<file path="config.mk">
export PLATFORM = sky130hd
export DESIGN_NAME = txring_walker
export DESIGN_NICKNAME = d
export VERILOG_FILES = /design/src/rtl/txring_pkg.sv /design/src/rtl/txring_datapath.sv /design/src/rtl/txring_ctrl.sv /design/src/rtl/txring_walker.sv
export SDC_FILE = /design/constraint.sdc
export NUM_CORES = 1
export LEC_CHECK = 0
export ABC_CLOCK_PERIOD_IN_PS = 6900
export BUFFER_PORTS_ARGS = -buffer_cell sky130_fd_sc_hd__buf_2
export CAP_MARGIN = 25
export CORE_MARGIN = 4
export CORE_UTILIZATION = 46
export DETAILED_ROUTE_END_ITERATION = 8
export GPL_ROUTABILITY_DRIVEN = 0
export PLACE_DENSITY_LB_ADDON = 0.12
export SLEW_MARGIN = 20
export SYNTH_ARGS = -nofsm -noshare
export SYNTH_HDL_FRONTEND = slang
export SYNTH_HIERARCHICAL = 1
export SYNTH_SLANG_ARGS = --single-unit
export TNS_END_PERCENT = 50
</file>
<file path="constraint.sdc">
create_clock -name clk -period 6.9 [get_ports clk]
set_clock_uncertainty 0.1 [all_clocks]
set_input_delay 0.345 -clock clk [delete_from_list [all_inputs] [get_ports clk]]
set_output_delay 0.345 -clock clk [all_outputs]
set_load 0.01 [all_outputs]
</file>
<file path="src/rtl/txring_pkg.sv">
package txring_pkg;
  localparam int OWN_BIT  = 31;
  localparam int LAST_BIT = 29;
  localparam int WRAP_BIT = 21;

  typedef enum logic [3:0] {
    S_IDLE, S_RD_CTL, S_CHK, S_RD_SIZE, S_RD_BUF,
    S_EVAL, S_FETCH, S_SEND, S_MARK, S_WB
  } walkState_t;

  // strobes from control to datapath
  typedef struct packed {
    logic       ldCtl;
    logic       ldSize;
    logic       ldBuf;
    logic       ldWord;
    logic       popByte;
    logic       stepPtr;
    logic       frameClr;
    logic [1:0] addrSel;   // 0 ctl word, 1 size word, 2 buffer ptr word, 3 buffer data
  } dpStrobe_t;

  // flags from datapath to control
  typedef struct packed {
    logic owned;
    logic lastSeg;
    logic segZero;
    logic segBad;
    logic finalByte;
    logic wordEmpty;
  } dpFlag_t;
endpackage

</file>
<file path="src/rtl/txring_datapath.sv">
module txring_datapath
  import txring_pkg::*;
#(
  parameter int ADDR_W     = 32,
  parameter int DESC_BYTES = 32,
  parameter int MAX_SEG    = 2048,
  parameter int MAX_FRAME  = 8192
) (
  input  logic              clk,
  input  logic              rstN,
  input  dpStrobe_t         stb,
  input  logic              ringLoad,
  input  logic [ADDR_W-1:0] ringBase,
  input  logic [31:0]       memRdata,
  output logic [ADDR_W-1:0] memAddr,
  output logic [31:0]       memWdata,
  output logic [7:0]        byteOut,
  output logic [ADDR_W-1:0] curPtr,
  output dpFlag_t           flg
);
  localparam int SEG_W   = 13;                       // two 12-bit lengths summed
  localparam int FRAME_W = $clog2(MAX_FRAME + 1);
  localparam logic [ADDR_W-1:0] OFS_SIZE = ADDR_W'(4);
  localparam logic [ADDR_W-1:0] OFS_BUF  = ADDR_W'(8);

  logic [31:0]        ctlWord, wordReg;
  logic [ADDR_W-1:0]  bufPtr;
  logic [SEG_W-1:0]   segLen, remain;
  logic               b1Big;
  logic [1:0]         byteIdx;
  logic [FRAME_W-1:0] frameLen;

  always_ff @(posedge clk) begin
    if (!rstN) begin
      curPtr   <= '0;
      ctlWord  <= '0;
      wordReg  <= '0;
      bufPtr   <= '0;
      segLen   <= '0;
      remain   <= '0;
      b1Big    <= 1'b0;
      byteIdx  <= '0;
      frameLen <= '0;
    end else begin
      if (ringLoad)
        curPtr <= ringBase;
      else if (stb.stepPtr)
        curPtr <= ctlWord[WRAP_BIT] ? ringBase : curPtr + ADDR_W'(DESC_BYTES);
      if (stb.ldCtl) ctlWord <= memRdata;
      if (stb.ldSize) begin
        segLen <= SEG_W'(memRdata[11:0]) + SEG_W'(memRdata[27:16]);
        b1Big  <= 32'(memRdata[11:0]) > 32'(MAX_SEG);
      end
      if (stb.ldBuf) begin
        bufPtr  <= {memRdata[ADDR_W-1:2], 2'b00};
        remain  <= segLen;
        byteIdx <= 2'd0;
      end
      if (stb.ldWord) begin
        wordReg <= memRdata;
        bufPtr  <= bufPtr + ADDR_W'(4);
      end
      if (stb.popByte) begin
        remain  <= remain - SEG_W'(1);
        byteIdx <= byteIdx + 2'd1;
      end
      if (stb.frameClr)
        frameLen <= '0;
      else if (stb.popByte)
        frameLen <= frameLen + FRAME_W'(1);
    end
  end

  always_comb begin
    case (stb.addrSel)
      2'd0:    memAddr = curPtr;
      2'd1:    memAddr = curPtr + OFS_SIZE;
      2'd2:    memAddr = curPtr + OFS_BUF;
      default: memAddr = bufPtr;
    endcase
  end

  assign memWdata      = {1'b0, ctlWord[30:0]};
  assign byteOut       = wordReg[8*byteIdx +: 8];
  assign flg.owned     = ctlWord[OWN_BIT];
  assign flg.lastSeg   = ctlWord[LAST_BIT];
  assign flg.segZero   = (segLen == '0);
  assign flg.segBad    = b1Big || ((32'(frameLen) + 32'(segLen)) > 32'(MAX_FRAME));
  assign flg.finalByte = (remain == SEG_W'(1));
  assign flg.wordEmpty = (byteIdx == 2'd3);
endmodule

</file>
<file path="src/rtl/txring_ctrl.sv">
module txring_ctrl
  import txring_pkg::*;
(
  input  logic      clk,
  input  logic      rstN,
  input  logic      pollDemand,
  input  logic      memAck,
  input  logic      txReady,
  input  dpFlag_t   flg,
  output dpStrobe_t stb,
  output logic      memReq,
  output logic      memWe,
  output logic      txValid,
  output logic      txLast,
  output logic      txErr,
  output logic      doneSet,
  output logic      errSet,
  output logic      busy
);
  walkState_t state, nextState;
  logic       pendPoll;
  logic       stopNow;

  assign stopNow = (state == S_CHK) && !flg.owned;
  assign busy    = (state != S_IDLE);

  always_ff @(posedge clk) begin
    if (!rstN) begin
      state    <= S_IDLE;
      pendPoll <= 1'b0;
    end else begin
      state <= nextState;
      if (stopNow)
        pendPoll <= 1'b0;
      else if (pollDemand && busy)
        pendPoll <= 1'b1;
    end
  end

  always_comb begin
    nextState = state;
    stb       = '0;
    memReq    = 1'b0;
    memWe     = 1'b0;
    txValid   = 1'b0;
    txLast    = 1'b0;
    txErr     = 1'b0;
    doneSet   = 1'b0;
    errSet    = 1'b0;
    case (state)
      S_IDLE: if (pollDemand) nextState = S_RD_CTL;
      S_RD_CTL: begin
        memReq = 1'b1;
        stb.addrSel = 2'd0;
        if (memAck) begin
          stb.ldCtl = 1'b1;
          nextState = S_CHK;
        end
      end
      S_CHK: begin
        if (!flg.owned) nextState = (pendPoll || pollDemand) ? S_RD_CTL : S_IDLE;
        else            nextState = S_RD_SIZE;
      end
      S_RD_SIZE: begin
        memReq = 1'b1;
        stb.addrSel = 2'd1;
        if (memAck) begin
          stb.ldSize = 1'b1;
          nextState = S_RD_BUF;
        end
      end
      S_RD_BUF: begin
        memReq = 1'b1;
        stb.addrSel = 2'd2;
        if (memAck) begin
          stb.ldBuf = 1'b1;
          nextState = S_EVAL;
        end
      end
      S_EVAL: begin
        if (flg.segBad || (flg.segZero && flg.lastSeg)) nextState = S_MARK;
        else if (flg.segZero)                          nextState = S_WB;
        else                                           nextState = S_FETCH;
      end
      S_FETCH: begin
        memReq = 1'b1;
        stb.addrSel = 2'd3;
        if (memAck) begin
          stb.ldWord = 1'b1;
          nextState = S_SEND;
        end
      end
      S_SEND: begin
        txValid = 1'b1;
        txLast  = flg.lastSeg && flg.finalByte;
        if (txReady) begin
          stb.popByte = 1'b1;
          if (flg.finalByte) begin
            if (flg.lastSeg) begin
              doneSet = 1'b1;
              stb.frameClr = 1'b1;
            end
            nextState = S_WB;
          end else if (flg.wordEmpty) begin
            nextState = S_FETCH;
          end
        end
      end
      S_MARK: begin
        txValid = 1'b1;
        txLast  = 1'b1;
        txErr   = 1'b1;
        if (txReady) begin
          errSet = 1'b1;
          stb.frameClr = 1'b1;
          nextState = S_WB;
        end
      end
      S_WB: begin
        memReq = 1'b1;
        memWe  = 1'b1;
        stb.addrSel = 2'd0;
        if (memAck) begin
          stb.stepPtr = 1'b1;
          nextState = S_RD_CTL;
        end
      end
      default: nextState = S_IDLE;
    endcase
  end
endmodule

</file>
<file path="src/rtl/txring_walker.sv">
module txring_walker
  import txring_pkg::*;
#(
  parameter int ADDR_W     = 32,
  parameter int DESC_BYTES = 32,
  parameter int MAX_SEG    = 2048,
  parameter int MAX_FRAME  = 8192
) (
  input  logic              clk,
  input  logic              rstN,
  input  logic              pollDemand,
  input  logic              ringLoad,
  input  logic [ADDR_W-1:0] ringBase,
  output logic [ADDR_W-1:0] curDescPtr,
  output logic              memReq,
  output logic              memWe,
  output logic [ADDR_W-1:0] memAddr,
  output logic [31:0]       memWdata,
  input  logic [31:0]       memRdata,
  input  logic              memAck,
  output logic              txValid,
  input  logic              txReady,
  output logic [7:0]        txData,
  output logic              txLast,
  output logic              txErr,
  output logic              doneSet,
  output logic              errSet,
  output logic              busy
);
  dpStrobe_t  stb;
  dpFlag_t    flg;
  logic [7:0] byteOut;

  txring_ctrl u_ctrl (
    .clk(clk), .rstN(rstN), .pollDemand(pollDemand), .memAck(memAck),
    .txReady(txReady), .flg(flg), .stb(stb), .memReq(memReq), .memWe(memWe),
    .txValid(txValid), .txLast(txLast), .txErr(txErr), .doneSet(doneSet),
    .errSet(errSet), .busy(busy)
  );

  txring_datapath #(
    .ADDR_W(ADDR_W), .DESC_BYTES(DESC_BYTES), .MAX_SEG(MAX_SEG), .MAX_FRAME(MAX_FRAME)
  ) u_dp (
    .clk(clk), .rstN(rstN), .stb(stb), .ringLoad(ringLoad), .ringBase(ringBase),
    .memRdata(memRdata), .memAddr(memAddr), .memWdata(memWdata),
    .byteOut(byteOut), .curPtr(curDescPtr), .flg(flg)
  );

  assign txData = txErr ? 8'h00 : byteOut;
endmodule

</file>
Yosys cells after proc, flatten, opt, wreduce, memory -nomap -nowiden. Index checks and enable logic that the tools add are counted.

Output and inout port bits: 112. Logic and storage cells: 112. Flip-flop bits (word level): 176.

Order comparisons: 2. Reductions and logical operators: 20. Add/subtract/negate cells: 9. Shift operators: 1. Muxes and demuxes: 46. Bitwise logic cells: 1. Eq/ne operators: 22.

Operators with widths (count): $mux 32 (5); $pmux 32 s3 (1); $add 32x3->32 const B (2); $mux 4 (13); $pmux 4 s10 (1); $add 32x4->32 const B (1); $add 32x6->32 const B (1); $gt 32x14->1 const B (1); $shiftx 32x6->8 (1); $mux 13 (2); $mux 1 (18); $eq 4x3->1 const B (4); $ne 2x2->1 const B (8); $add 14x13->15 (1); $add 14x1->14 const B (1); $add 12x12->13 (1); $eq 13x1->1 const B (1); $logic_not 13->1 (1); $sub 13x1->13 const B (1); $gt 12x12->1 const B (1); $reduce_and 9->1 (1); $eq 4x2->1 const B (2); $eq 4x4->1 const B (2); $mux 8 (1); 18 further kinds (30).

Longest topological paths before layout. Gate-level depths: netlist (run 1).

Depth after elaboration: 6. Depth in mapped cells: 14.

By module. Netlist (run 1), hierarchy kept.

Modules (own cells, without submodules): txring_datapath (area each 10354.9 sq um, cells an instance 1288, times used 1); txring_ctrl (area each 631.9 sq um, cells an instance 81, times used 1); txring_walker (area each 50.0 sq um, cells an instance 8, times used 1).

Worst setup path after synthesis (run 1). No wires, ideal clock.

Kind: reg-to-reg. Start: register u_dp.segLen[0]. End: register u_ctrl.state[2]. Clock period less this slack: 3618 ps. Setup slack: 3282 ps. Cell stages (with the launch flop): 15. Arrival time: 3447 ps. Data required time: 6728 ps. Cells stage by stage: dfxtp_1 ha_1 fa_1 a21o_1 a211oi_1 nor3b_1 nor4_1 o2111ai_1 or3_1 a2bb2oi_1 a2bb2oi_1 or3_1 and3_4 a2111o_1 mux2i_1.

RTL lines: start: declaration (line txring_datapath.sv:28) `logic [SEG_W-1:0] segLen, remain;`; start signal: assignment (line txring_datapath.sv:51) `segLen <= SEG_W'(memRdata[11:0]) + SEG_W'(memRdata[27:16]);`; end signal: assignment (line txring_ctrl.sv:32) `state <= nextState;`; end: declaration (line txring_ctrl.sv:20) `walkState_t state, nextState;`.

==> run summary, run 1 <==
Slowest-stage cell, CP = dfxtp_1
most common cell after layout, fill and taps aside = nor2_1
GR Overflow Total = 0
worst-path fanout max = 16
Fill cells = 2310
worst hold path class = input port to flop
register bit count reported by yosys = 174
area grow syn2layout = 14.07%
Tmin final = 4.375 ns
vias in the first global route = 9832
layout cells sized above 1 = 17.76%
Final Cycle Share = 63.41%
distinct cell type count after synthesis = 90
drt wl/cell = 19.39 um
GRT Util Overall = 25.92%
cts bufs inserted = 17
max-slew violations = 0
Final Setup Violations = 0
cell type with the highest aggregate area in the netlist = dfxtp_1
EDFF count, synth = 0
Async S/R FF share, synth = 0%
CP arrival = 3.93 ns
synthesized area per cell = 8.015 um2
syn_nets = 1482
Die Ht = 162.9 um
WL met3 = 2.534 mm
dpl cells = 1785
setup_tns = 0 ns
post-cts resize count = 0
clk buf depth = 2
nature of the critical path endpoint = primary output
DP Area = 0.01197 mm2
Clock Sinks = 174
I/O pin cnt = 182
CP startpoint kind = flop
final hold violations = 0
Primary FF master, synth = dfxtp_1
Final Non-Filler Cells = 1817
Core ar. = 0.02354 mm2
drt total wl = 35.23 mm
Yosys warning total = 6
Post-CTS Setup Bufs = 0
Multi-input gate area = 0.006997 mm2
register area share after synthesis = 31.56%
clk slew on worst S/H paths = 0.07 ns
Final #Nets = 1590
pin count of the biggest net entering global routing = 87
status = complete, no violations
die area = 0.02653 mm2
pwr/cell area = 216.6 mW/mm2
initial drt markers = 1175
via count = 10780
CP peak stage delay = 0.67 ns
PortBufs = 180
Cells after Synth = 1377
Hold-fix buffers, CTS = 0
n_diodes = 0
Netlist Area Pre-Place = 0.01104 mm2
top-area cell type share of the netlist area = 31.56%
row count = 56
largest cells by area after synthesis = dfxtp_1 (32%), mux2i_1 (7.5%), nor2_1 (6.3%)
Worst EP required = 6.45 ns
most frequent cells in the layout = nor2_1 (183), buf_2 (180), dfxtp_1 (174)
DRC Markers = 0
Max VDD drop = 129.5 uV
Post-Route M1 WL = 16.41 mm
Max Used Layer = met4
critical path cell sequence = xnor2_1 -> nor2_1 -> and2_1 -> nand2_1 -> nor2_1 -> a31oi_1 -> nor2_1 -> nand4_1 -> or3b_2 -> a22oi_1 -> a21o_1 -> buf_2
Die Wd = 162.9 um
antenna violations before repair = 0
clock insertion delay at the later pin of the skew report = 0.44 ns
Reg area = 0.003483 mm2
crit-path leading delay family = simple AND/OR/NAND/NOR gates
met2 routed WL = 15.76 mm
crit path kind = flop to primary output
CP Buf/Inv Count = 1
worst slew pin tran = 1.076 ns
Max-Cap Viols = 0
routed vias/inst = 5.935
Worst Hold Slack = 0.04496 ns
RSZ-0062 raised after global routing = false
H-tree levels = 4
Final ANT Viol Nets = 0
slew margin rel. = 28.28%
post-route design area = 0.01259 mm2
first-pass GRT wire length = 54.83 mm
Fmax achieved = 0.2286 GHz
Initial Util = 46.88%
DR pass1 iterations = 8
Leak = 0.004988 uW
CTS Root Cell = clkbuf_16
DP HPWL = 25.42 mm
crit-path most repeated cell = nor2_1
CTS tree = done
[registers in the layout (all words and copies together), names as in the netlist]
signal / cells
u_dp/ctlWord: 32
u_dp/curPtr: 32
u_dp/wordReg: 32
u_dp/bufPtr: 30
u_dp/frameLen: 14
u_dp/remain: 13
u_dp/segLen: 13
u_ctrl/state: 4
u_dp/byteIdx: 2
u_ctrl/pendPoll: 1
u_dp/b1Big: 1
[cell families after synthesis]
logic type      synth area share [%]
fa+ha+maj                      4.104
xor+xnor                       5.396
mux                            9.670
simple gates                   23.76
flops                          31.56
buf+inv                        5.215
compound gates                 20.26
other cells                  0.03398
[where the power goes]
part / total [uW] / leakage, uW / internal [uW] / switching [uW]
clock: 1010 / 0.000302 / 507 / 506
combinational: 564 / 0.00328 / 241 / 323
sequential: 1150 / 0.00141 / 1060 / 90.5
[cell usage after synthesis, types with 4 or more instances]
cell type	number
mux2i_1	83
or4_1	4
a221oi_1	5
xnor2_1	34
a32oi_1	4
o211ai_1	7
nor3b_1	5
nor3_1	28
o21a_1	6
and2_1	14
o22ai_1	19
mux4_2	8
nand2_1	101
nand2b_1	5
inv_1	32
dfxtp_1	174
nand4_1	20
o21ai_0	78
o221ai_1	6
buf_4	5
a211oi_1	68
and3_1	18
or2_2	5
buf_1	13
and4_1	5
nor2_1	186
a31oi_1	12
or3_1	10
nor2b_1	48
a21o_1	9
nand3_1	44
buf_2	8
a311oi_1	8
clkbuf_1	66
xor2_1	34
mux2_2	5
a21oi_1	84
nor4_1	11
a22oi_1	4
ha_1	33
a221o_1	4
[worst paths after layout]
| kind | start | end | slack, ns | cells past startpoint |
|---|---|---|---|---|
| hold reg to reg | u_dp/curPtr[1] | u_dp/curPtr[1] | 0.36 | 2 |
| hold / removal | ringBase[0] | u_dp/curPtr[0] | 0.04 | 3 |
| setup reg to reg | u_dp/segLen[0] | u_ctrl/state[2] | 2.90 | 14 |
| setup / recovery | u_ctrl/state[0] | memAddr[22] | 2.52 | 12 |
[metrics by stage]
stage                     utilization (%)  setup slack, ns  total power, uW
after CTS                           53.48            2.654             2739
after floorplan                         -            3.282             1548
after global routing                53.48            2.293             2856
final                               53.48            2.525             2727
after detailed placement            50.85            2.944             1731
after global placement              50.85            3.058             1726
[worst reg2reg max path, stage by stage, from the launching register on]
cell       delay, ns
dfxtp_1         0.35
ha_1            0.23
fa_1            0.43
a21o_1          0.20
a211oi_1        0.35
nor3b_1         0.09
nor4_1          0.23
o2111ai_1       0.14
or3_1           0.44
a2bb2oi_1       0.16
a2bb2oi_1       0.15
or3_1           0.33
and3_4          0.18
a2111o_1        0.39
mux2i_1         0.12
[layout make-up]
class	count	area share, %
Timing Repair Buffer	188	7.633
Sequential cell	174	27.67
Inverter	34	1.034
Tap cell	319	3.170
Multi-Input combinational cell	1070	55.58
Clock buffer	18	3.488
Clock inverter	14	1.431
[per-layer routing]
metal | vias to the layer above | track usage [%]
met5 | - | 0
met1 | 5102 | 37.86
met3 | 43 | 4.910
li1 | 5203 | -
met4 | 0 | 6.862
met2 | 435 | 39.26
No activity file was read; power rests on OpenSTA's default activity.
==> run 2: changes to the inputs <==
ABC_AREA = 1   (was unset)
ABC_CLOCK_PERIOD_IN_PS = 3550   (was 6900)
clock period = 3.55 ns   (was 6.9 ns; I/O delays follow)
==> run summary, run 2 <==
Async S/R FF share, synth = 0% (unchanged)
most frequent cells in the layout = nand2_1 (390), nor2_1 (297), inv_1 (237)
Multi-input gate area = 0.007084 mm2 (+1.3%)
nature of the critical path endpoint = primary output
distinct cell type count after synthesis = 57 (-37%)
Final ANT Viol Nets = 0 (unchanged)
Yosys warning total = 6 (unchanged)
cts bufs inserted = 17 (unchanged)
pin count of the biggest net entering global routing = 93 (+6.9%)
largest cells by area after synthesis = dfxtp_1 (30%), nand2_1 (12%), nor2_1 (9.6%)
reg2reg setup slack = 0.63 ns (-2.27 ns)
clk buf depth = 2 (unchanged)
Worst Setup EP = memAddr[31]
Die Ht = 168.0 um (+3.1%)
crit-path most repeated cell = inv_1
setup_tns = 0 ns (unchanged)
Reg area = 0.003483 mm2 (unchanged)
top-count cell post-synth = nand2_1
RSZ-0062 raised after global routing = false
Int Power = 3845 uW (+110%)
Sw Ratio = 38.98% (+5.3 points)
I/O pin cnt = 182 (unchanged)
Primary FF master, synth = dfxtp_1
top flop regs = u_dp/ctlWord: 32 flops, u_dp/curPtr: 32 flops, u_dp/wordReg: 32 flops
Seq pwr share = 38.7% (-3.5 points)
worst hold path class = input port to flop
register area share after synthesis = 29.59% (-2.0 points)
vias in the first global route = 12490 (+27%)
Final Cycle Share = 95.84%
DRC Markers = 0 (unchanged)
layout cells sized above 1 = 13.88% (-3.9 points)
RR Startpoint = u_ctrl/state[0]
Netlist Area Pre-Place = 0.01177 mm2 (+6.7%)
Compound-Gate Fraction of Synth Area = 20.24% (-0.020 points)
most common cell after layout, fill and taps aside = nand2_1
Worst Reg-to-Reg Cells = 8 (-6)
Leak = 0.006488 uW (+30%)
Max-Cap Viols = 0 (unchanged)
largest family of logic cells by synthesized area = simple AND/OR/NAND/NOR gates
Clock Sinks = 174 (unchanged)
antenna violations before repair = 1 (+1)
clk slew on worst S/H paths = 0.07 ns (about the same)
Die Wd = 168.0 um (+3.1%)
Max VDD drop = 302.6 uV (+130%)
critical path cell sequence = inv_1 -> nand3_1 -> clkinvlp_4 -> inv_1 -> nor2_1 -> nor2_2 -> inv_1 -> nand2_1 -> nand4_1 -> o21ai_0 -> o21ai_0 -> buf_2
crit-path leading delay family = buffers and inverters
routed vias/inst = 5.615 (-5.4%)
EDFF count, synth = 0 (unchanged)
Layout Utilization = 55.92% (+2.4 points)
GR Overflow Total = 0 (unchanged)
CTS tree = done
post-synthesis simple-gate area fraction = 34.03% (+10 points)
worst-path fanout max = 11 (-5)
status = complete, no violations
Core ar. = 0.02518 mm2 (+7.0%)
multiplexer area fraction after synthesis = 0% (-9.7 points)
Initial Util = 46.75% (-0.13 points)
worst slew pin tran = 0.9454 ns (-0.1304 ns)
register bit count reported by yosys = 174 (unchanged)
Post-Synth Adder-Cell Area = 3.848% (-0.26 points)
DP HPWL = 32.14 mm (+26%)
die area = 0.02821 mm2 (+6.3%)
Worst Hold Slack = 0.01252 ns (-0.03244 ns)
Final Setup Violations = 0 (unchanged)
pwr/cell area = 447.5 mW/mm2 (+110%)
CP startpoint kind = flop
Gate power share = 29.4% (+8.7 points)
Final #Nets = 2217 (+39%)
Commonest cells post-synth = nand2_1 (391), nor2_1 (300), inv_1 (238), o21ai_0 (175), dfxtp_1 (174)
area grow syn2layout = 19.62%
RR Endpoint = u_dp/curPtr[6]
first-pass GRT wire length = 67.54 mm (+23%)
DR pass1 iterations = 7 (-1)
slew margin rel. = 36.74% (+8.5 points)
final hold violations = 0 (unchanged)
CP peak stage delay = 0.44 ns (-0.23 ns)
Post-Synth XOR/XNOR Area = 1.849% (-3.5 points)
CP arrival = 3.12 ns (-0.81 ns)
clock insertion delay at the later pin of the skew report = 0.45 ns (about the same)
CTS Root Cell = clkbuf_16
initial drt markers = 1708 (+45%)
drt wl/cell = 17.64 um (-9.0%)
syn_nets = 2019 (+36%)
Fill cells = 2476 (+7.2%)
drt total wl = 43.32 mm (+23%)
Clk pwr share = 31.9% (-5.2 points)
Levels on crit path = 12 (unchanged)
cell type with the highest aggregate area in the netlist = dfxtp_1
GRT Util Overall = 29.53% (+3.6 points)
crit path kind = flop to primary output
Cells after Synth = 1914 (+39%)
max-slew violations = 0 (unchanged)
net load switching power = 2456 uW (+170%)
n_diodes = 0 (unchanged)
row count = 58 (+3.6%)
PortBufs = 180 (unchanged)
H-tree levels = 4 (unchanged)
top-area cell type share of the netlist area = 29.59% (-2.0 points)
CP startpoint = u_ctrl/state[0]
via count = 13790 (+28%)
Tmin final = 3.402 ns
Fmax achieved = 0.2939 GHz
CP Buf/Inv Count = 5 (+4)
Slowest-stage cell, CP = dfxtp_1
Worst EP required = 3.27 ns (-3.18 ns)
synthesized area per cell = 6.150 um2 (-23%)
==> run 2: cell types whose count changed in the layout (fill, tap and decap cells not counted), moves of 16 or more <==
cell | previous run | this run
a211oi_1 | 68 | 4
a21oi_1 | 84 | 157
and3_1 | 16 | 0
dlygate4sd3_1 | 0 | 48
inv_1 | 32 | 237
mux2i_1 | 83 | 0
nand2_1 | 101 | 390
nand3_1 | 44 | 124
nor2_1 | 183 | 297
nor2b_1 | 48 | 0
o21ai_0 | 78 | 175
xnor2_1 | 34 | 4
==> run 2: cells by family after synthesis <==
| logic type | after synthesis |
|---|---|
| XOR/XNOR | 24 |
| buffers and inverters | 318 |
| AO/OA/AOI/OAI | 432 |
| flip-flops | 174 |
| other | 1 |
| AND/OR/NAND/NOR | 930 |
| adder cells (fa/ha/maj) | 35 |
==> run 2: tightest hold or removal path: stages <==
cell,delay (ns)
buf_2,0.07
nor2_1,0.03
nor2_1,0.07
nand2_1,0.05
a21oi_1,0.10
==> run 2: power by group through the flow <==
| stage | logic, uW | registers [uW] | clock network, uW |
|---|---|---|---|
| finish | 1850 | 2440 | 2010 |
| global route | 2050 | 2460 | 2120 |
| CTS | 1830 | 2420 | 2040 |
| detailed placement | 1770 | 2460 | 0 |
| global placement | 1760 | 2460 | 0 |
| floorplan | 1110 | 2440 | 0 |
==> run 2: metrics by stage <==
| stage | std cells | power (uW) | area (um2) | worst slack, ns |
|---|---|---|---|---|
| 2_1_floorplan | 1914 | 3548 | 11770 | 1.147 |
| 3_3_place_gp | 2375 | 4218 | 12960 | 0.7822 |
| 3_5_place_dp | 2375 | 4236 | 12960 | 0.6459 |
| 4_1_cts | 2455 | 6284 | 14070 | 0.1573 |
| 5_1_grt | 2455 | 6631 | 14080 | 0.01272 |
| 6_report | 2455 | 6301 | 14080 | 0.1476 |
==> run 2: layer usage <==
metal  routed length, um  global-route usage (%)
met5                  20                       0
met3                3726                   4.156
met2               19180                   46.23
met1               18780                   40.97
met4                1610                   12.21
==> run 2: worst min-delay path by stage <==
stage | startpoint | to | depth (start not counted)
after global placement | ringBase[4] | u_dp/curPtr[4] | 3
final | ringBase[25] | u_dp/curPtr[25] | 5
after floorplan | rstN | u_ctrl/pendPoll | 2
after detailed placement | ringBase[2] | u_dp/curPtr[2] | 3
after CTS | ringBase[12] | u_dp/curPtr[12] | 3
after global routing | memRdata[6] | u_dp/wordReg[6] | 3
==> run 2: cell type report <==
cell class / count / area share (%)
flip-flops and latches: 174 / 24.74
well taps: 330 / 2.932
repair buffers: 247 / 10.82
clock inverters: 15 / 1.484
clock buffers: 17 / 3.021
multi-input cells: 1422 / 50.31
inverters: 250 / 6.691
==> run 2: timing repair <==
item                       in CTS  in global routing
resized for setup               0                  2
hold endpoints to repair       70                  0
hold buffers                   48                  0
setup buffers                   0                  0
setup endpoints to repair       0                 12
